$ cat src/rtl/rst_pkg.sv
package rst_pkg;

   // How a source read is resolved in a given cycle.
   typedef enum logic [1:0] {
      SRC_READY   = 2'd0,   // entry empty, file value is current
      SRC_BYPASS  = 2'd1,   // entry pending, bus carries its result now
      SRC_PENDING = 2'd2    // entry pending, result not yet broadcast
   } src_kind_e;

   // Width needed for station tags when code 0 means "no producer".
   function automatic int tag_width(input int stations);
      return $clog2(stations + 1);
   endfunction

endpackage

$ cat src/rtl/rst_entry.sv
// One register slot: producer tag plus stored value, updated by
// a destination binding or by a matching result broadcast.
module rst_entry #(
   parameter int DATA_W = 32,
   parameter int TAG_W  = 3
) (
   input  logic              clk,
   input  logic              rst_n,
   input  logic              bind_en,
   input  logic [TAG_W-1:0]  bind_tag,
   input  logic              cdb_valid,
   input  logic [TAG_W-1:0]  cdb_tag,
   input  logic [DATA_W-1:0] cdb_value,
   output logic [TAG_W-1:0]  stat_q,
   output logic [DATA_W-1:0] data_q
);

   logic pending;
   logic hit;

   assign pending = (stat_q != '0);
   assign hit     = cdb_valid && pending && (stat_q == cdb_tag);

   // A binding in the same cycle wins over a broadcast hit: the
   // result is then already superseded, so the file keeps its value.
   always_ff @(posedge clk or negedge rst_n) begin
      if (!rst_n) begin
         stat_q <= '0;
         data_q <= '0;
      end else if (bind_en) begin
         stat_q <= bind_tag;
      end else if (hit) begin
         stat_q <= '0;
         data_q <= cdb_value;
      end
   end

endmodule

$ cat src/rtl/rst_lookup.sv
// One source read port with same-cycle forwarding from the result bus.
module rst_lookup
   import rst_pkg::*;
#(
   parameter int NUM_REGS = 16,
   parameter int DATA_W   = 32,
   parameter int TAG_W    = 3,
   localparam int REG_W   = $clog2(NUM_REGS)
) (
   input  logic [REG_W-1:0]                src,
   input  logic [NUM_REGS-1:0][TAG_W-1:0]  stat_vec,
   input  logic [NUM_REGS-1:0][DATA_W-1:0] data_vec,
   input  logic                            cdb_valid,
   input  logic [TAG_W-1:0]                cdb_tag,
   input  logic [DATA_W-1:0]               cdb_value,
   output logic [DATA_W-1:0]               value,
   output logic [TAG_W-1:0]                tag
);

   logic [TAG_W-1:0]  sel_tag;
   logic [DATA_W-1:0] sel_data;
   src_kind_e         kind;

   assign sel_tag  = stat_vec[src];
   assign sel_data = data_vec[src];

   always_comb begin
      if (sel_tag == '0)
         kind = SRC_READY;
      else if (cdb_valid && (cdb_tag == sel_tag))
         kind = SRC_BYPASS;
      else
         kind = SRC_PENDING;
   end

   always_comb begin
      unique case (kind)
         SRC_READY: begin
            value = sel_data;
            tag   = '0;
         end
         SRC_BYPASS: begin
            value = cdb_value;
            tag   = '0;
         end
         default: begin
            value = '0;
            tag   = sel_tag;
         end
      endcase
   end

endmodule

$ cat src/rtl/reg_status_table.sv
// Rename map and register file with tag-guarded result writeback.
module reg_status_table #(
   parameter int  NUM_REGS     = 16,
   parameter int  NUM_STATIONS = 7,
   parameter int  DATA_W       = 32,
   parameter bit  ZERO_REG     = 1'b1,
   localparam int REG_W        = $clog2(NUM_REGS),
   localparam int TAG_W        = rst_pkg::tag_width(NUM_STATIONS)
) (
   input  logic              clk,
   input  logic              rst_n,
   input  logic              iss_valid,
   input  logic [REG_W-1:0]  iss_src_a,
   input  logic [REG_W-1:0]  iss_src_b,
   input  logic              iss_dst_valid,
   input  logic [REG_W-1:0]  iss_dst,
   input  logic [TAG_W-1:0]  iss_tag,
   input  logic              cdb_valid,
   input  logic [TAG_W-1:0]  cdb_tag,
   input  logic [DATA_W-1:0] cdb_value,
   output logic [DATA_W-1:0] src_a_value,
   output logic [TAG_W-1:0]  src_a_tag,
   output logic [DATA_W-1:0] src_b_value,
   output logic [TAG_W-1:0]  src_b_tag
);

   // ---------------- elaboration-time parameter checks ----------------
   if (NUM_REGS < 2) begin : g_bad_nregs
      $error("reg_status_table: NUM_REGS must be at least 2");
   end
   if ((1 << REG_W) != NUM_REGS) begin : g_bad_pow2
      $error("reg_status_table: NUM_REGS must be a power of two");
   end
   if (NUM_STATIONS < 1) begin : g_bad_st
      $error("reg_status_table: NUM_STATIONS must be at least 1");
   end
   if (DATA_W < 1) begin : g_bad_dw
      $error("reg_status_table: DATA_W must be at least 1");
   end

   // ---------------- per-register state ----------------
   logic [NUM_REGS-1:0][TAG_W-1:0]  stat_vec;
   logic [NUM_REGS-1:0][DATA_W-1:0] data_vec;

   for (genvar r = 0; r < NUM_REGS; r++) begin : g_reg
      if (ZERO_REG && (r == 0)) begin : g_const
         // Constant zero register: no storage, never bound.
         assign stat_vec[r] = '0;
         assign data_vec[r] = '0;
      end else begin : g_slot
         logic bind_en;
         assign bind_en = iss_valid && iss_dst_valid && (iss_dst == REG_W'(r));

         rst_entry #(
            .DATA_W (DATA_W),
            .TAG_W  (TAG_W)
         ) u_entry (
            .clk       (clk),
            .rst_n     (rst_n),
            .bind_en   (bind_en),
            .bind_tag  (iss_tag),
            .cdb_valid (cdb_valid),
            .cdb_tag   (cdb_tag),
            .cdb_value (cdb_value),
            .stat_q    (stat_vec[r]),
            .data_q    (data_vec[r])
         );
      end
   end

   // ---------------- source read ports ----------------
   rst_lookup #(
      .NUM_REGS (NUM_REGS),
      .DATA_W   (DATA_W),
      .TAG_W    (TAG_W)
   ) u_look_a (
      .src       (iss_src_a),
      .stat_vec  (stat_vec),
      .data_vec  (data_vec),
      .cdb_valid (cdb_valid),
      .cdb_tag   (cdb_tag),
      .cdb_value (cdb_value),
      .value     (src_a_value),
      .tag       (src_a_tag)
   );

   rst_lookup #(
      .NUM_REGS (NUM_REGS),
      .DATA_W   (DATA_W),
      .TAG_W    (TAG_W)
   ) u_look_b (
      .src       (iss_src_b),
      .stat_vec  (stat_vec),
      .data_vec  (data_vec),
      .cdb_valid (cdb_valid),
      .cdb_tag   (cdb_tag),
      .cdb_value (cdb_value),
      .value     (src_b_value),
      .tag       (src_b_tag)
   );

endmodule

$ cat config.mk
export PLATFORM = sky130hd
export DESIGN_NAME = reg_status_table
export DESIGN_NICKNAME = d
export VERILOG_FILES = /design/src/rtl/rst_pkg.sv /design/src/rtl/rst_entry.sv /design/src/rtl/rst_lookup.sv /design/src/rtl/reg_status_table.sv
export SDC_FILE = /design/constraint.sdc
export NUM_CORES = 1
export LEC_CHECK = 0
export BUFFER_PORTS_ARGS = -buffer_cell sky130_fd_sc_hd__buf_4
export CAP_MARGIN = 20
export CORE_MARGIN = 8
export CORE_UTILIZATION = 55
export CTS_BUF_LIST = sky130_fd_sc_hd__clkbuf_4
export DETAILED_ROUTE_END_ITERATION = 10
export PLACE_DENSITY = 0.72
export SYNTH_ARGS = -nofsm -noshare
export SYNTH_HDL_FRONTEND = slang
export SYNTH_HIERARCHICAL = 1
export SYNTH_SLANG_ARGS = --single-unit
$ cat constraint.sdc
create_clock -name clk -period 3.3 [get_ports clk]
set_input_delay 0.33 -clock clk [delete_from_list [all_inputs] [get_ports clk]]
set_output_delay 0.33 -clock clk [all_outputs]
set_load 0.02 [all_outputs]
* Word level (Yosys, flattened, before mapping)
Index checks and enable logic that the tools add are counted.
** Operators by class
- Equal/unequal tests :: 34
- Multiplexer cells :: 46
- Bitwise logic cells :: 15
- Reductions and logical operators :: 99
- Order comparisons :: 2
** Operator list (count)
- binary-select mux 32 bit (select 4 bit) :: 2
- one-hot mux 32 bit (2 select lines) :: 2
- two-way mux 3 bit :: 34
- two-way mux 32 bit :: 2
- equality test 3 bit :: 17
- logical AND 1 bit :: 48
- nonzero test 3 bit :: 15
- equality test 4 bit (second input constant) :: 8
- AND reduction 2 bit :: 15
- nonzero test 2 bit :: 15
- binary-select mux 3 bit (select 4 bit) :: 2
- equality test 4 x 3 -> 1 bit (second input constant) :: 4
- inverter 1 bit :: 15
- less-than comparator 4 x 5 -> 1 bit (second input constant) :: 2
- equality test 4 x 2 -> 1 bit (second input constant) :: 2
- two-way mux 2 bit :: 4
- zero test 3 bit :: 2
- equality test 2 x 1 -> 1 bit (second input constant) :: 2
- equality test 4 x 1 -> 1 bit (second input constant) :: 1
- zero test 2 bit :: 2
- OR reduction 2 bit :: 2
** Storage, ports and cells
- Bits in registers :: 525
- Logic and storage cells :: 226
- Output and inout port bits :: 70

* Logic depth before layout (Yosys ltp)
Gate-level depths: netlist of the first run.
- Word-level depth :: 9
- Mapped depth :: 9
- Mapped depth without buffers :: 5

* Modules after synthesis
The synthesis of the first run kept the hierarchy.
** Modules (own cells, without submodules)
- rst_entry :: area an instance 1392.6 um^2, sequential area each 875.8 um^2, times used 15, cells an instance 89
- rst_lookup :: area an instance 5337.6 um^2, sequential area each 0.0 um^2, times used 2, cells an instance 417
- reg_status_table :: area an instance 115.1 um^2, sequential area each 0.0 um^2, times used 1, cells an instance 23

* Least setup slack after synthesis of the first run
No wires, ideal clock.
- Path type :: input port to output port
- From :: input iss_src_a[2]
- To :: output src_a_value[27]
- Stages :: 6
- Setup slack :: 546 ps
- Required time :: 2970 ps
- Data arrival time :: 2424 ps
- Path through :: buf_6 -> mux4_2 -> mux4_2 -> xnor2_2 -> o31ai_4 -> o32ai_1
** On the way
- Word-level cells in the longest chain between the ends :: 8
- Elaborated cells between the ends (all ways) :: 12
** RTL lines
- from (decl) :: line reg_status_table.sv:13 : input logic [REG_W-1:0] iss_src_a,
- binary-select mux 3 bit (select 4 bit) :: line rst_lookup.sv:24 : assign sel_tag = stat_vec[src];
- two-way mux 3 bit (implied by the code) :: line rst_lookup.sv:24
- equality test 3 bit :: line rst_lookup.sv:30 : else if (cdb_valid && (cdb_tag == sel_tag))
- logical AND 1 bit :: line rst_lookup.sv:30
- two-way mux 2 bit :: line rst_lookup.sv:30
- two-way mux 2 bit :: line rst_lookup.sv:28 : if (sel_tag == '0)
- equality test 2 x 1 -> 1 bit or zero test 2 bit (tied branches) :: line rst_lookup.sv:37 : unique case (kind)
- one-hot mux 32 bit (2 select lines) (*) :: line rst_lookup.sv:37
- to (decl) :: line reg_status_table.sv:21 : output logic [DATA_W-1:0] src_a_value,
Every way passes the cells marked *; elsewhere a longest branch is shown, timed or not. The select of a mux whose other input is x is not followed.

* Worst setup path after layout of the first run
- From :: register g_reg[10].g_slot.u_entry.stat_q[1]
- To :: output src_b_value[16]
** On the way
- Word-level cells in the longest chain between the ends :: 8
- Elaborated cells between the ends (all ways) :: 10
** RTL lines
- from (decl) :: line rst_entry.sv:14 : output logic [TAG_W-1:0] stat_q,
- from (signal assigned) :: line rst_entry.sv:31 : stat_q <= bind_tag;
- binary-select mux 3 bit (select 4 bit) (*) :: line rst_lookup.sv:24
- two-way mux 3 bit (implied by the code) (*) :: line rst_lookup.sv:24
- equality test 3 bit :: line rst_lookup.sv:30
- logical AND 1 bit :: line rst_lookup.sv:30
- two-way mux 2 bit :: line rst_lookup.sv:30
- two-way mux 2 bit (*) :: line rst_lookup.sv:28
- equality test 2 x 1 -> 1 bit or zero test 2 bit (tied branches) :: line rst_lookup.sv:37
- one-hot mux 32 bit (2 select lines) (*) :: line rst_lookup.sv:37
- to (decl) :: line reg_status_table.sv:23 : output logic [DATA_W-1:0] src_b_value,
Marks and branches as above.

==> results of run 1 <==
-- final timing paths --
| check | end | start | cells after the start |
|---|---|---|---|
| max | src_b_value[16] | g_reg[10].g_slot.u_entry/stat_q[1] | 7 |
| min | g_reg[14].g_slot.u_entry/stat_q[0] | cdb_tag[2] | 5 |
| max reg2reg | g_reg[4].g_slot.u_entry/data_q[21] | g_reg[4].g_slot.u_entry/stat_q[2] | 6 |
| min reg2reg | g_reg[7].g_slot.u_entry/data_q[1] | g_reg[7].g_slot.u_entry/data_q[1] | 1 |
| max in group asynchronous | g_reg[3].g_slot.u_entry/data_q[28] | rst_n | 4 |
| min in group asynchronous | g_reg[14].g_slot.u_entry/data_q[12] | rst_n | 4 |
-- repair_timing --
item	CTS	global route
hold buffers	63	0
buffers inserted	11	3
gates resized for setup	34	23
endpoints found under the hold margin	1046	0
cloned	0	0
setup endpoints to repair	70	70
pin swaps	12	4
-- area by class of cell --
cell class,instances,area (um^2)
repair buffers,284,2850
flip-flops and latches,525,13200
multi-input cells,1479,17400
inverters,104,390
clock inverters,33,166
well taps,765,957
clock buffers,211,1580
diodes,1,2.50
fillers,4303,20800
-- sequential cells by signal, indices dropped and copies added (netlist names) --
| register | cells |
|---|---|
| g.g_slot.u_entry/data_q | 480 |
| g.g_slot.u_entry/stat_q | 45 |
-- where the power goes --
group	internal (mW)	total, mW	switching [mW]
Clock	2.99	5.73	2.74
Combinational	6.56	10.9	4.35
Sequential	9.45	11.6	2.18
-- cell usage after synthesis, drive strengths merged (6+ instances only) --
cell and n:
dfrtp 525, mux2 490, mux4 314, nand2 176, buf 119, inv 104
o32ai 64, nor2 58, mux2i 53, o21ai 47, a21oi 45, clkbuf 34
xnor2 32, nand3 21, nand2b 17, a211o 15, a211oi 15, or3b 15
and2 6, nor2b 6
-- per-layer routing --
metal | vias to the layer above | wire, um
met5 | - | 12
met4 | 2 | 3630
met3 | 263 | 7010
met2 | 952 | 43800
met1 | 11473 | 35200
li1 | 9108 | -
-- logic make-up after synthesis --
kind of cell,synth area share (%)
other,0.0118
AOI/OAI and AO/OA,6.87
DFF,41.5
xor gates and xnor gates,0.932
and+or+nand+nor,4.43
muxes,41.4
buffers and inverters,4.85
-- through the flow --
| stage | setup TNS (ps) | hold slack [ps] | power [mW] | utilization (%) | cells |
|---|---|---|---|---|---|
| CTS | -38920 | 75.5 | 28.3 | 63.4 | 3398 |
| detailed placement | 0 | 421 | 22.3 | 58.9 | 3080 |
| global placement | 0 | 405 | 21.6 | 58.9 | 3080 |
| floorplan | 0 | 34.4 | 19.1 | - | 2261 |
| global route | -40400 | 185 | 29.9 | 63.7 | 3402 |
| finish | -31630 | 209 | 28.3 | 63.7 | 3402 |
-- placed cells by master (no fill, tap or decap), types with 4 or more instances in the layout --
master,netlist,layout
mux2i_1,53,51
a22o_1,4,4
a211o_1,15,15
and2_1,6,6
clkbuf_4,0,211
xnor2_1,30,30
inv_1,102,102
nor2_1,58,58
mux2_1,23,20
conb_1,1,70
o21ai_0,47,47
dfrtp_2,0,18
nand2b_1,17,17
buf_6,61,12
nand2_1,176,176
nand3_1,21,20
buf_12,0,38
mux2_2,467,467
inv_2,2,7
dlygate4sd3_1,0,62
buf_4,14,168
a22oi_2,0,4
o32ai_4,0,4
mux4_2,312,314
dfrtp_1,525,507
a21oi_1,45,45
o32ai_2,60,60
or3b_1,15,15
a211oi_4,15,15
clkinv_1,0,21
nor2b_1,6,6
-- tightest hold or removal path, stage by stage --
cell and delay (ps):
buf_4 300, xnor2_1 220, nand2_1 60, o21ai_0 70
o21ai_0 150
==> flow_summary.json, run 1 <==
{
  "busiest_layer": "met2",
  "vias_per_cell": 6.41,
  "cts_tree": "done",
  "yosysTopAreaCellShare_pct": 41.5,
  "met1_usage_pct": 35.1,
  "drive_above_1_share_pct": 51.3,
  "num_vias": 21798,
  "grt_pass1_wl_mm": 140,
  "critPathCaptureType": "primary output",
  "ys_seq_area_share_pct": 41.5,
  "syn_area_um2": 31700,
  "yosysTopAreaCell": "dfrtp_1",
  "antenna_found_initial": 2,
  "track_usage_pct": 27.7,
  "final_area_um2": 36500,
  "grt_pass1_vias": 23768,
  "numCtsBuffers": 146,
  "crit_family": "multiplexers",
  "yosysWarnings": 6,
  "ys.flop_type": "dfrtp_1",
  "crit_buf_inv": 2,
  "grt_use_met2_pct": 44.5,
  "slew_violations": 0,
  "start_kind": "register",
  "maxCapViolations": 0,
  "io_pins": 125,
  "syn_avg_cell_area_um2": 14.5,
  "yosys-top-cells-area": "dfrtp_1, mux4_2, mux2_2",
  "clockRootBuffer": "clkbuf_4",
  "grt_setup_unrepaired": "true",
  "crit_type": "reg -> out",
  "period_minus_slack_ps": 3800,
  "setup_violations": 70,
  "cpMaxStageDelayCell": "mux4_2",
  "final_hold_viol_count": 0,
  "leakagePower_nw": 15.6,
  "cp_cell_sequence": "mux4_2 -> mux4_2 -> xnor2_2 -> o31ai_4 -> buf_12 -> o32ai_2 -> buf_4",
  "crit_top_cell": "mux4_2",
  "violations": "negative setup slack",
  "ys_seq_elements": 525,
  "synth_edf_count": 0,
  "area_delta_synth_final_pct": 15.3,
  "ir_worst_vdd_mv": 0.350,
  "fp.dieW_um": 256,
  "clock_sinks": 525,
  "cp.arrival_ps": 3470,
  "worst_ep_required_time_ps": 2970,
  "hold_class": "in -> reg",
  "h-tree-depth": 4,
  "ys_types": 44,
  "die_y_um": 256,
  "io_buffers": 124,
  "grt_max_degree": 77,
  "wl_per_cell_um": 26.4,
  "place_hpwl_mm": 52.3,
  "fmax_mhz": 263,
  "routed_wl_mm": 89.7,
  "tightestPinTransition_ps": 812,
  "die_area_um2": 65500,
  "powerDensity_nw_per_um2": 774,
  "fin_crit_sh_pct": 115,
  "setup_ws_ps": -504,
  "overflow": 0,
  "max_slew_margin_pct": 45.9,
  "fin_nets": 2595,
  "status": "finished, violations left",
  "first_pass_iters": 6,
  "use_met3_pct": 7.06,
  "place_congestion": 0.895,
  "regToRegSetupSlack_ps": 830,
  "syn_inst": 2192,
  "core-area_um2": 57400,
  "rows": 88,
  "crit_fanout": 18,
  "async_flop_share_pct": 100,
  "clock_latency_ps": 1000,
  "dpl_cell_area_um2": 33800,
  "post-place-ws_ps": 192,
  "clock_skew_ps": 66.8,
  "start_util_pct": 55.2,
  "slowest_delay_ps": 530,
  "route.detailed.drc": 0,
  "clk_pin_slew_ps": 60,
  "drt_iter0_drc": 1865,
  "cts_max_path_buffers": 3,
  "postRouteAntennaNets": 0
}
Note: power is estimated with default switching activity, not from simulation.
==> inputs of run 2 (changes only) <==
==> constraint.sdc (replaced) <==
create_clock -name clk -period 3.9 [get_ports clk]
set_input_delay 0.39 -clock clk [delete_from_list [all_inputs] [get_ports clk]]
set_output_delay 0.39 -clock clk [all_outputs]
set_load 0.02 [all_outputs]
==> run 2 against run 1 <==
The flow now finishes without violations. Die area unchanged. First-iteration DRC count up 4.8%. Cell count down 0.24%. Sequential power down 15%. Non-clock buffer count down 2. Via count about the same. Routed wire length up 2.4%. Critical path type unchanged. Critical endpoint is now src_b_tag[0]. Largest cell class unchanged.
==> flow_summary.json, run 2 (synthesis results as in run 1) <==
{
  "powerDensity_nw_per_um2": 660,
  "rows": 88,
  "routed-wl-met2_mm": 44.4,
  "place_inst": 3059,
  "multiInputGateArea_um2": 17500,
  "io_pins": 125,
  "nFillCells": 4226,
  "maxCapViolations": 0,
  "max_flop_register": "g.g_slot.u_entry/data_q",
  "slew_violations": 0,
  "cpMaxStageDelayCell": "mux4_2",
  "crit_fanout": 18,
  "setup_ws_ps": 15.5,
  "slowest_delay_ps": 530,
  "hold_ws_ps": 130,
  "clock_sinks": 525,
  "crit_buf_inv": 2,
  "antenna_found_initial": 2,
  "top_regs": "g.g_slot.u_entry/data_q (480), g.g_slot.u_entry/stat_q (45)",
  "max_slew_margin_pct": 30.1,
  "fp.dieW_um": 256,
  "fin_nets": 2593,
  "cp.arrival_ps": 3490,
  "overflow": 0,
  "final_hold_viol_count": 0,
  "h-tree-depth": 4,
  "drt_iter0_drc": 1954,
  "route.detailed.drc": 0,
  "leakagePower_nw": 15.5,
  "io_buffers": 124,
  "place_congestion": 0.878,
  "numCtsBuffers": 144,
  "die_y_um": 256,
  "wl_per_cell_um": 27.0,
  "grt_max_degree": 123,
  "area_delta_synth_final_pct": 14.9,
  "mostFrequentLayoutCells": "dfrtp_1, mux2_2, mux4_2",
  "wl_met1_mm": 35.5,
  "cts_tree": "done",
  "clock_latency_ps": 970,
  "top_layer": "met4",
  "final_common_cell": "dfrtp_1",
  "worst_ep_required_time_ps": 3510,
  "crit_type": "reg -> out",
  "die_area_um2": 65500,
  "place_hpwl_mm": 51.9,
  "largest_register_ffs": 480,
  "ir_worst_vdd_mv": 0.309,
  "post-place-ws_ps": 365,
  "power_mw": 24.0,
  "cp_cell_sequence": "mux2_1 -> mux4_2 -> mux2i_2 -> o31ai_4 -> buf_12 -> o22a_1 -> buf_4",
  "drive_above_1_share_pct": 51.7,
  "first_pass_iters": 7,
  "grt_setup_unrepaired": "true",
  "setup_violations": 0,
  "period_minus_slack_ps": 3880,
  "cts_max_path_buffers": 3,
  "final_area_um2": 36400,
  "critPathCaptureType": "primary output",
  "status": "finished, final reports clean",
  "wl_met3_mm": 8.01,
  "clockRootBuffer": "clkbuf_4",
  "final-seq-area_um2": 13200,
  "num_vias": 21817,
  "track_usage_pct": 28.1,
  "hold_class": "in -> async",
  "grt_pass1_wl_mm": 142,
  "fin_crit_sh_pct": 99.6,
  "stdcell_count": 3394,
  "routed_wl_mm": 91.8,
  "vias_per_cell": 6.43,
  "clock_skew_ps": 81.7,
  "tns_ps": 0,
  "clk_pin_slew_ps": 60,
  "start_util_pct": 55.2,
  "core-area_um2": 57400,
  "tightestPinTransition_ps": 1050,
  "dpl_cell_area_um2": 33400,
  "utilization_pct": 63.5,
  "fmax_mhz": 257,
  "start_kind": "register",
  "postRouteAntennaNets": 0,
  "crit_family": "multiplexers",
  "grt_pass1_vias": 23690
}
==> run 2: timing repair <==
action | in CTS | in global routing
gates resized for setup | 33 | 34
cloned | 2 | 1
endpoints found under the setup margin | 70 | 69
pin swaps | 9 | 4
hold buffers | 60 | 0
buffers inserted | 21 | 14
endpoints found under the hold margin | 636 | 0
==> run 2: layout make-up <==
class,count,area share (%)
multi-input combinational,1481,48.0
sequential,525,36.2
timing repair buffer,282,7.38
clock buffer,211,4.35
tap,765,2.63
inverter,104,1.07
clock inverter,24,0.385
antenna,2,0.0137
==> run 2: per-layer routing <==
metal	vias to the layer above	global-route usage [%]
met5	-	0
met4	0	13.4
met3	244	7.29
met2	1014	44.7
met1	11433	36.0
li1	9126	-
==> run 2: path summary, 6_finish.rpt <==
| path | endpoint | slack [ps] | start | cells past startpoint |
|---|---|---|---|---|
| hold / removal | g_reg[2].g_slot.u_entry/data_q[21] | 130 | rst_n | 2 |
| hold reg to reg | g_reg[6].g_slot.u_entry/data_q[1] | 510 | g_reg[6].g_slot.u_entry/data_q[1] | 1 |
| setup / recovery | src_b_tag[0] | 20 | g_reg[8].g_slot.u_entry/stat_q[2] | 7 |
| setup reg to reg | g_reg[1].g_slot.u_entry/data_q[20] | 1350 | g_reg[1].g_slot.u_entry/stat_q[2] | 5 |
| max in group asynchronous | g_reg[13].g_slot.u_entry/data_q[0] | 2690 | rst_n | 3 |
| min in group clk | g_reg[6].g_slot.u_entry/stat_q[0] | 320 | cdb_tag[2] | 5 |
==> run 2: power breakdown <==
part / total (mW) / switching [mW] / internal (mW)
Combinational: 9.35 / 3.77 / 5.58
Sequential: 9.87 / 1.87 / 8.00
Clock: 4.84 / 2.31 / 2.52
Total: 24.0 / 7.95 / 16.1
